`src/rtl/osadc_pkg.sv`:
```
package osadc_pkg;
  localparam int REG_AW = 3;
  localparam int REG_DW = 8;
  localparam int DIV_W  = 5;

  localparam logic [REG_AW-1:0] A_RES_LO = 3'd0;
  localparam logic [REG_AW-1:0] A_RES_HI = 3'd1;
  localparam logic [REG_AW-1:0] A_C0     = 3'd2;
  localparam logic [REG_AW-1:0] A_C1     = 3'd3;
  localparam logic [REG_AW-1:0] A_C2     = 3'd4;
  localparam logic [REG_AW-1:0] A_C3     = 3'd5;
  localparam logic [REG_AW-1:0] A_C4     = 3'd6;
  localparam logic [REG_AW-1:0] A_C5     = 3'd7;

  typedef enum logic [1:0] {
    FS_DIV4  = 2'd0,
    FS_DIV8  = 2'd1,
    FS_DIV32 = 2'd2,
    FS_SLOW  = 2'd3
  } fsel_e;

  // last count value of the strobe divider for a rate code
  function automatic logic [DIV_W-1:0] div_last(input fsel_e f);
    case (f)
      FS_DIV4:  return DIV_W'(3);
      FS_DIV8:  return DIV_W'(7);
      FS_DIV32: return DIV_W'(31);
      default:  return '0;
    endcase
  endfunction
endpackage

```
`src/rtl/osadc_regs.sv`:
```
module osadc_regs
  import osadc_pkg::*;
#(
  parameter int NE_W  = 2,
  parameter int OE_W  = 3,
  parameter int OUT_W = 16
) (
  input  logic              clk,
  input  logic              rst_n,
  input  logic [REG_AW-1:0] addr,
  input  logic              wr_en,
  input  logic [REG_DW-1:0] wdata,
  output logic [REG_DW-1:0] rdata,
  input  logic              busy,
  input  logic [OUT_W-1:0]  result,
  output logic              start_req,
  output logic [NE_W-1:0]   nelc_exp,
  output logic [OE_W-1:0]   osr_exp,
  output logic              cont,
  output logic [3:0]        enables,
  output fsel_e             fsel
);
  logic [REG_DW-1:0] c1_q, c2_q, c3_q, c4_q;
  logic [6:0]        c5_q;
  logic              wr_c0;

  assign wr_c0     = wr_en && (addr == A_C0);
  assign start_req = wr_c0 && wdata[7];

  always_ff @(posedge clk or negedge rst_n) begin
    if (!rst_n) begin
      nelc_exp <= NE_W'(1);
      osr_exp  <= OE_W'(2);
      cont     <= 1'b0;
      c1_q     <= 8'hF1;
      c2_q     <= '0;
      c3_q     <= '0;
      c4_q     <= '0;
      c5_q     <= '0;
    end else if (wr_en) begin
      case (addr)
        A_C0: begin
          nelc_exp <= wdata[6:5];
          osr_exp  <= wdata[4:2];
          cont     <= wdata[1];
        end
        A_C1:    c1_q <= wdata;
        A_C2:    c2_q <= wdata;
        A_C3:    c3_q <= wdata;
        A_C4:    c4_q <= wdata;
        A_C5:    c5_q <= wdata[6:0];
        default: ;
      endcase
    end
  end

  always_comb begin
    case (addr)
      A_RES_LO: rdata = result[7:0];
      A_RES_HI: rdata = result[15:8];
      A_C0:     rdata = {1'b0, nelc_exp, osr_exp, cont, 1'b0};
      A_C1:     rdata = c1_q;
      A_C2:     rdata = c2_q;
      A_C3:     rdata = c3_q;
      A_C4:     rdata = c4_q;
      default:  rdata = {busy, c5_q};
    endcase
  end

  assign enables = c1_q[3:0];
  assign fsel    = fsel_e'(c2_q[7:6]);
endmodule

```
`src/rtl/osadc_strobe.sv`:
```
module osadc_strobe
  import osadc_pkg::*;
(
  input  logic  clk,
  input  logic  rst_n,
  input  logic  en,
  input  fsel_e fsel,
  input  logic  slow_tick,
  output logic  stb
);
  logic [DIV_W-1:0] cnt_q;
  logic [DIV_W-1:0] lim;

  assign lim = div_last(fsel);

  always_ff @(posedge clk or negedge rst_n) begin
    if (!rst_n)            cnt_q <= '0;
    else if (!en)          cnt_q <= '0;
    else if (cnt_q >= lim) cnt_q <= '0;
    else                   cnt_q <= cnt_q + 1'b1;
  end

  assign stb = en && ((fsel == FS_SLOW) ? slow_tick : (cnt_q == lim));
endmodule

```
`src/rtl/osadc_seq.sv`:
```
module osadc_seq #(
  parameter int NE_W     = 2,
  parameter int OE_W     = 3,
  parameter int OSR_BASE = 3,
  parameter int OUT_W    = 16
) (
  input  logic             clk,
  input  logic             rst_n,
  input  logic             en,
  input  logic             start_req,
  input  logic             cont,
  input  logic [NE_W-1:0]  nelc_exp,
  input  logic [OE_W-1:0]  osr_exp,
  input  logic             stb,
  input  logic             mod_bit,
  output logic             busy,
  output logic             chop,
  output logic             launch,
  output logic             done,
  output logic [OUT_W-1:0] result
);
  localparam int SAMP_W = OSR_BASE + (1 << OE_W) - 1;
  localparam int ELEM_W = (1 << NE_W) - 1;
  localparam int ACC_W  = SAMP_W + ELEM_W + 2;
  localparam int EXT_W  = ((ACC_W > OUT_W) ? ACC_W : OUT_W) + 1;

  function automatic logic [SAMP_W-1:0] samp_last(input logic [OE_W-1:0] e);
    return SAMP_W'((1 << (OSR_BASE + int'(e))) - 1);
  endfunction

  function automatic logic [ELEM_W-1:0] elem_last(input logic [NE_W-1:0] e);
    return ELEM_W'((1 << int'(e)) - 1);
  endfunction

  function automatic logic [OUT_W-1:0] sat(input logic signed [ACC_W-1:0] a);
    logic signed [EXT_W-1:0] x, hi, lo;
    x  = {{(EXT_W-ACC_W){a[ACC_W-1]}}, a};
    hi = {{(EXT_W-OUT_W+1){1'b0}}, {(OUT_W-1){1'b1}}};
    lo = ~hi;
    if (x > hi)      return hi[OUT_W-1:0];
    else if (x < lo) return lo[OUT_W-1:0];
    else             return x[OUT_W-1:0];
  endfunction

  logic                     run_q, pend_q;
  logic [SAMP_W-1:0]        samp_q, samp_end_q;
  logic [ELEM_W-1:0]        elem_q, elem_end_q;
  logic signed [ACC_W-1:0]  acc_q, acc_next;
  logic                     samp_wrap, last_elem;

  assign launch    = !run_q && en && (pend_q || cont);
  assign acc_next  = acc_q + ((mod_bit ^ chop) ? ACC_W'(1) : {ACC_W{1'b1}});
  assign samp_wrap = (samp_q == samp_end_q);
  assign last_elem = (elem_q == elem_end_q);

  always_ff @(posedge clk or negedge rst_n) begin
    if (!rst_n)         pend_q <= 1'b0;
    else if (start_req) pend_q <= 1'b1;
    else if (launch)    pend_q <= 1'b0;
  end

  always_ff @(posedge clk or negedge rst_n) begin
    if (!rst_n) begin
      run_q      <= 1'b0;
      chop       <= 1'b0;
      samp_q     <= '0;
      samp_end_q <= '0;
      elem_q     <= '0;
      elem_end_q <= '0;
      acc_q      <= '0;
      done       <= 1'b0;
      result     <= '0;
    end else begin
      done <= 1'b0;
      if (!en) begin
        run_q <= 1'b0;
      end else if (launch) begin
        run_q      <= 1'b1;
        chop       <= 1'b0;
        samp_q     <= '0;
        elem_q     <= '0;
        acc_q      <= '0;
        samp_end_q <= samp_last(osr_exp);
        elem_end_q <= elem_last(nelc_exp);
      end else if (run_q && stb) begin
        acc_q <= acc_next;
        if (!samp_wrap) begin
          samp_q <= samp_q + 1'b1;
        end else if (!last_elem) begin
          samp_q <= '0;
          elem_q <= elem_q + 1'b1;
          chop   <= ~chop;
        end else begin
          run_q  <= 1'b0;
          done   <= 1'b1;
          result <= sat(acc_next);
        end
      end
    end
  end

  assign busy = run_q;
endmodule

```
`src/rtl/osadc_ctrl.sv`:
```
module osadc_ctrl
  import osadc_pkg::*;
#(
  parameter int NE_W     = 2,
  parameter int OE_W     = 3,
  parameter int OSR_BASE = 3,
  parameter int OUT_W    = 16
) (
  input  logic       clk,
  input  logic       rst_n,
  input  logic [2:0] addr,
  input  logic       wr_en,
  input  logic [7:0] wdata,
  output logic [7:0] rdata,
  input  logic       mod_bit,
  input  logic       slow_tick,
  output logic       mod_en,
  output logic [2:0] amp_en,
  output logic       chop,
  output logic       sample_stb,
  output logic       busy,
  output logic       done
);
  logic             start_req_w, cont_w, launch_w;
  logic [NE_W-1:0]  nelc_w;
  logic [OE_W-1:0]  osr_w;
  logic [3:0]       enables_w;
  fsel_e            fsel_w;
  logic [OUT_W-1:0] result_w;

  osadc_regs #(.NE_W(NE_W), .OE_W(OE_W), .OUT_W(OUT_W)) u_regs (
    .clk(clk), .rst_n(rst_n), .addr(addr), .wr_en(wr_en), .wdata(wdata),
    .rdata(rdata), .busy(busy), .result(result_w), .start_req(start_req_w),
    .nelc_exp(nelc_w), .osr_exp(osr_w), .cont(cont_w), .enables(enables_w),
    .fsel(fsel_w)
  );

  assign mod_en = enables_w[0];
  assign amp_en = enables_w[3:1];

  osadc_strobe u_stb (
    .clk(clk), .rst_n(rst_n), .en(mod_en), .fsel(fsel_w),
    .slow_tick(slow_tick), .stb(sample_stb)
  );

  osadc_seq #(.NE_W(NE_W), .OE_W(OE_W), .OSR_BASE(OSR_BASE), .OUT_W(OUT_W)) u_seq (
    .clk(clk), .rst_n(rst_n), .en(mod_en), .start_req(start_req_w),
    .cont(cont_w), .nelc_exp(nelc_w), .osr_exp(osr_w), .stb(sample_stb),
    .mod_bit(mod_bit), .busy(busy), .chop(chop), .launch(launch_w),
    .done(done), .result(result_w)
  );
endmodule

```
`config.mk`:
```
export PLATFORM = sky130hd
export DESIGN_NAME = osadc_ctrl
export DESIGN_NICKNAME = d
export VERILOG_FILES = /design/src/rtl/osadc_pkg.sv /design/src/rtl/osadc_regs.sv /design/src/rtl/osadc_strobe.sv /design/src/rtl/osadc_seq.sv /design/src/rtl/osadc_ctrl.sv
export SDC_FILE = /design/constraint.sdc
export NUM_CORES = 1
export LEC_CHECK = 0
export BUFFER_PORTS_ARGS = -buffer_cell sky130_fd_sc_hd__buf_2
export CORE_ASPECT_RATIO = 0.5
export CORE_MARGIN = 5
export CORE_UTILIZATION = 34
export DETAILED_ROUTE_END_ITERATION = 16
export GPL_TIMING_DRIVEN = 0
export PLACE_DENSITY = 0.49
export SLEW_MARGIN = 20
export SYNTH_ARGS = -nofsm -noshare
export SYNTH_HDL_FRONTEND = slang
export SYNTH_SLANG_ARGS = --single-unit
```
`constraint.sdc`:
```
create_clock -name clk -period 3.7 [get_ports clk]
set_input_delay 0.74 -clock clk [delete_from_list [all_inputs] [get_ports clk]]
set_output_delay 0.74 -clock clk [all_outputs]
set_load 0.02 [all_outputs]
```
# Yosys cells after proc, flatten, opt, wreduce, memory -nomap -nowiden
# Cells that the tools add are included.
# totals
ff_bits	111
latchBits	0
ramBits	0
rom_bits	0
inputBits	16
out_inout_bits	16
wordCells	111
mem_count	0
# op_classes
n_addsub	7
mul	0
div_mod_pow	0
n_lt_le_gt_ge	3
eq_ne	18
n_shift	2
n_mux	34
bitwise_logic	3
n_reduce_logical	25
# ops
op	n
8-bit one-hot mux with 7 select lines	1
15-bit two-way mux	3
10-bit two-way mux	4
16-bit two-way mux	2
1-bit by 32-bit << shifter with 10-bit output (first input constant)	1
1-bit two-way mux	17
15-bit by 16-bit greater-than comparator with 1-bit output (second input constant)	1
15-bit by 16-bit < comparator with 1-bit output (second input constant)	1
2-bit AND reduction	8
15-bit adder	1
5-bit one-hot mux with 3 select lines	1
3-bit == test (second input constant)	4
3-bit two-way mux	4
10-bit by 1-bit adder with 10-bit output (second input constant)	1
10-bit == test	1
5-bit two-way mux	2
10-bit by 2-bit subtractor with 10-bit output (second input constant)	1
3-bit by 2-bit inequality test with 1-bit output (second input constant)	3
3-bit by 2-bit == test with 1-bit output (second input constant)	2
1-bit logical AND	6
3-bit AND reduction	2
2-bit nonzero test	3
5-bit by 1-bit adder with 5-bit output (second input constant)	1
5-bit == test	1
other kinds (19)	21

# Longest topological paths before layout
# depth
ltp_word	9
mapped_depth	12
depth_no_buf	11

# Modules after synthesis
# Synthesis repeated with hierarchy kept, for this count alone.
# hier_totals
hier_cells	593
hier_area_um2	6058.3
# by_module_without_submodules
mod	n_inst	cells_per_inst	area_each_um2	seq_area_each_um2
osadc_seq	1	372	3328.2	1526.5
osadc_regs	1	182	2343.5	1134.8
osadc_strobe	1	39	386.6	125.1

# Least setup slack after synthesis
# Ideal clock, no wire load.
# synth_timing
path_kind	input to output
startpoint	in addr[1]
endpoint	out rdata[2]
arrival_time_ns	2.170
slack_ns	0.790
path_stages	7
cell_sequence	clkbuf_1 > clkbuf_1 > buf_1 > nand3b_1 > o21ai_0 > nor2_1 > a21oi_1
# synth_between
elab_chain_len	2
elab_cells_between_ends	8
cone_classes	eq/ne: 6; mux: 1; reduce/logical: 1
# synth_rtl
element	line_no	source
start: declaration	osadc_ctrl.sv:11	input logic [2:0] addr,
3-bit == test (tied with other cells)	osadc_regs.sv:58	case (addr)
8-bit one-hot mux with 7 select lines (*)	osadc_regs.sv:58	
end: declaration	osadc_ctrl.sv:14	output logic [7:0] rdata,
# Every way passes the cells marked *; elsewhere a longest branch is shown, timed or not.

# Final worst setup path
# Ends and elaborated chain as after synthesis.

==> qor.csv <==
stage;metric;value;unit
outcome;status;finished, final reports clean;
setup_path;Req. time, crit path;2.96;ns
route;WL final;17050;µm
setup_path;critical path endpoint category;output pin;
clocking;Clock Tree Buf Depth;2;
sta;setup TNS;0;ns
power;Leakage Power;0.003002;µW
setup_path;crit path kind;in2out;
logic_synthesis;Cells after Synth;629;
setup_path;CP peak stage delay;0.52;ns
sta;Tmin final;3.455;ns
cells_and_area;Final nets;699;
placed_design;pre-CTS WS;0.3375;ns
setup_path;Crit path top cell by count;clkbuf_1;
sta;Slew Viols, Final;0;
floorplanning;DIE HEIGHT;105.7;µm
cells_and_area;layout cells sized above 1;20.62;%
cells_and_area;area delta synth->final;12.51;%
clocking;TritonCTS clock tree;yes;
logic_synthesis;number of synthesized flops with an enable pin;0;
logic_synthesis;post-synth top area cell;dfrtp_1;
clocking;Root Buffer Master;clkbuf_16;
setup_path;worst r2r dst;u_seq.result[8];
sta;worst slew pin tran;1.015;ns
logic_synthesis;commonest cells in the netlist;104 x dfrtp_1, 55 x mux2_2, 53 x nand2_1, 53 x o21ai_0, 46 x a21oi_1;
route;wire per inst;18.65;µm
logic_synthesis;Synth warnings;0;
route;Residual DRC;0;
clocking;post-CTS setup buffers;0;
sta;period utilization;93.37;%
logic_synthesis;Mapped Nets;659;
power;Pwr Total;4162;µW
sta;FMAX;0.2895;GHz
flow_run;max cap viols;0;
sta;Clock Skew;0.01264;ns
route;total number of vias;4932;
clocking;# hold bufs at CTS;0;
power;worst vdd ir;0.0002218;V
logic_synthesis;Synth area leaders;dfrtp_1 42%, mux2_2 9.9%, o21ai_0 4.3%;
setup_path;Worst path slowest cell;buf_1;
route;DR pass1 iterations;5;
placed_design;gpl congestion;0.8521;
placed_design;number of I/O port buffers;28;
setup_path;worst path arrival time;2.71;ns
logic_synthesis;Netlist Area Pre-Place;6230;µm²
logic_synthesis;Main synth FF type;dfrtp_1;
clocking;H-tree levels;3;
grt;GRT Resource Usage Total;16.43;%
sta;Setup WS post-layout;0.2453;ns
clocking;TritonCTS sink count;111;
sta;max_slew headroom;32.33;%
floorplanning;Die ar.;21290;µm²
grt;initial antenna violation count;0;
sta;Fin. Hold Viols;0;
floorplanning;Core Box Area;18220;µm²
clocking;clock transition at the registers of the reported paths;0.07;ns
logic_synthesis;Distinct cells, synth;69;
grt;largest net degree at the start of global routing;70;
setup_path;critical path startpoint category;input port;
floorplanning;I/O pin cnt;32;
setup_path;RR Startpoint;u_regs.c2_q[6];
route;antenna viol nets, final;0;
grt;first-pass GRT wire length;27830;µm
cells_and_area;Antenna diodes;0;
grt;number of global-route vias before repair;4804;
logic_synthesis;flops & latches, synth;111;
worst_hold_path;Hold Path Class;in2async;
sta;final setup violation count;0;
power;PD cells;593.8;nW/µm²
sta;Hold WS;0.3145;ns
placed_design;detailed placement HPWL;12350;µm
route;DR vias/cell;5.396;
setup_path;r2r setup slk;0.57;ns
sta;RSZ-0062 raised after global routing;false;
logic_synthesis;Seq/Total Area, Yosys;44.73;%
logic_synthesis;Syn Area/Cell;9.904;µm²
logic_synthesis;top cell type's share of synthesized area;41.78;%
clocking;CTS buffer count;9;
setup_path;Crit Path Max Fanout;10;
logic_synthesis;count leader, synth;dfrtp_1;
logic_synthesis;Synth async-reset ratio;100.0;%
floorplanning;Die X;201.4;µm
route;1st-iter DRT viols;399;
setup_path;FF-to-FF path depth;10;
grt;total grt overflow;0;
setup_path;CP Cell Sequence;clkbuf_1 -> clkbuf_1 -> buf_1 -> nand3b_1 -> o21ai_0 -> nor2_1 -> a21oi_1 -> buf_2;
clocking;post-CTS sizing;0;
clocking;latest clock arrival within the worst-skew pair;0.35;ns
floorplanning;Std-Cell Rows;35;
floorplanning;Initial Util;34.20;%
[worst max-delay path by stage]
stage | to | cells past startpoint | from | slack (ns)
4_1_cts | rdata[2] | 8 | addr[1] | 0.30
2_1_floorplan | rdata[2] | 7 | addr[1] | 0.79
3_3_place_gp | rdata[2] | 8 | addr[1] | 0.30
3_5_place_dp | rdata[2] | 8 | addr[1] | 0.34
6_report | rdata[2] | 8 | addr[1] | 0.25
5_1_grt | rdata[2] | 8 | addr[1] | 0.08
[critical path: cells and delay by family]
kind | cells | cell delay [ns]
buffers and inverters | 4 | 1.47
and+or+nand+nor | 2 | 0.20
AOI/OAI and AO/OA | 2 | 0.29
[through the flow]
step / utilization (%) / instances / cell area [µm²]
after floorplan: - / 629 / 6230
after global placement: 36.61 / 897 / 6670
after detailed placement: 36.80 / 898 / 6704
after CTS: 38.48 / 914 / 7009
after global routing: 38.48 / 914 / 7009
final: 38.48 / 914 / 7009
[logic make-up (layout without fill, tap and decap cells)]
group / count (synthesis) / count (layout) / synth area share (%)
muxes: 62 / 62 / 11.67
buffers and inverters: 61 / 106 / 4.238
DFF: 111 / 111 / 44.73
and+or+nand+nor: 185 / 185 / 15.51
adders and majority gates: 14 / 14 / 2.812
AOI/OAI and AO/OA: 163 / 163 / 16.29
xor gates and xnor gates: 33 / 33 / 4.760
[report_power, final]
| group | internal (µW) | switching [µW] |
|---|---|---|
| clock | 535 | 477 |
| combinational | 602 | 872 |
| sequential | 1460 | 213 |
[placed cells by master, fill, tap and decap left out, types with 4 or more instances in the layout]
cell	n
buf_4	4
nand3_1	20
dfrtp_1	104
a22oi_1	6
a221oi_1	4
nand4_1	8
inv_1	19
o2bb2ai_1	4
ha_1	14
clkbuf_1	29
a31oi_1	8
nand2b_1	4
buf_2	31
nor2_1	37
and3_1	7
o21ai_0	53
xnor2_1	12
mux2_2	55
a22o_1	4
xor2_1	20
or4_1	6
nand2_1	53
nor4_1	7
a21oi_1	46
nor3_1	11
mux2i_1	4
clkbuf_16	9
o31ai_1	10
dfstp_2	7
or3_1	4
[registers in the layout (all words and copies together) (netlist names), 2 cells and up]
register / flops
u_regs.osr_exp: 3
u_regs.nelc_exp: 2
u_regs.c2_q: 8
u_regs.c3_q: 8
u_seq.elem_q: 3
u_seq.elem_end_q: 3
u_regs.c5_q: 7
u_stb.cnt_q: 5
u_seq.samp_end_q: 10
u_seq.acc_q: 15
u_seq.result: 16
u_regs.c1_q: 8
u_seq.samp_q: 10
u_regs.c4_q: 8
[area by class of cell]
class	count	area, µm²
Clock buffer	9	225.2
Inverter	19	71.32
Timing Repair Buffer	29	173.9
Clock inverter	7	80.08
Tap cell	240	300.3
Buffer	42	192.7
Fill cell	1855	11210
Multi-Input combinational cell	457	3179
Sequential cell	111	2786
[metal layers]
metal	up-vias	wire, µm	global-route usage (%)
met5	-	0	0
met1	2436	9150	26.24
met2	113	6929	22.85
met4	0	156	3.363
met3	12	810	2.890
li1	2371	-	-
(Power assumes the default switching activity.)
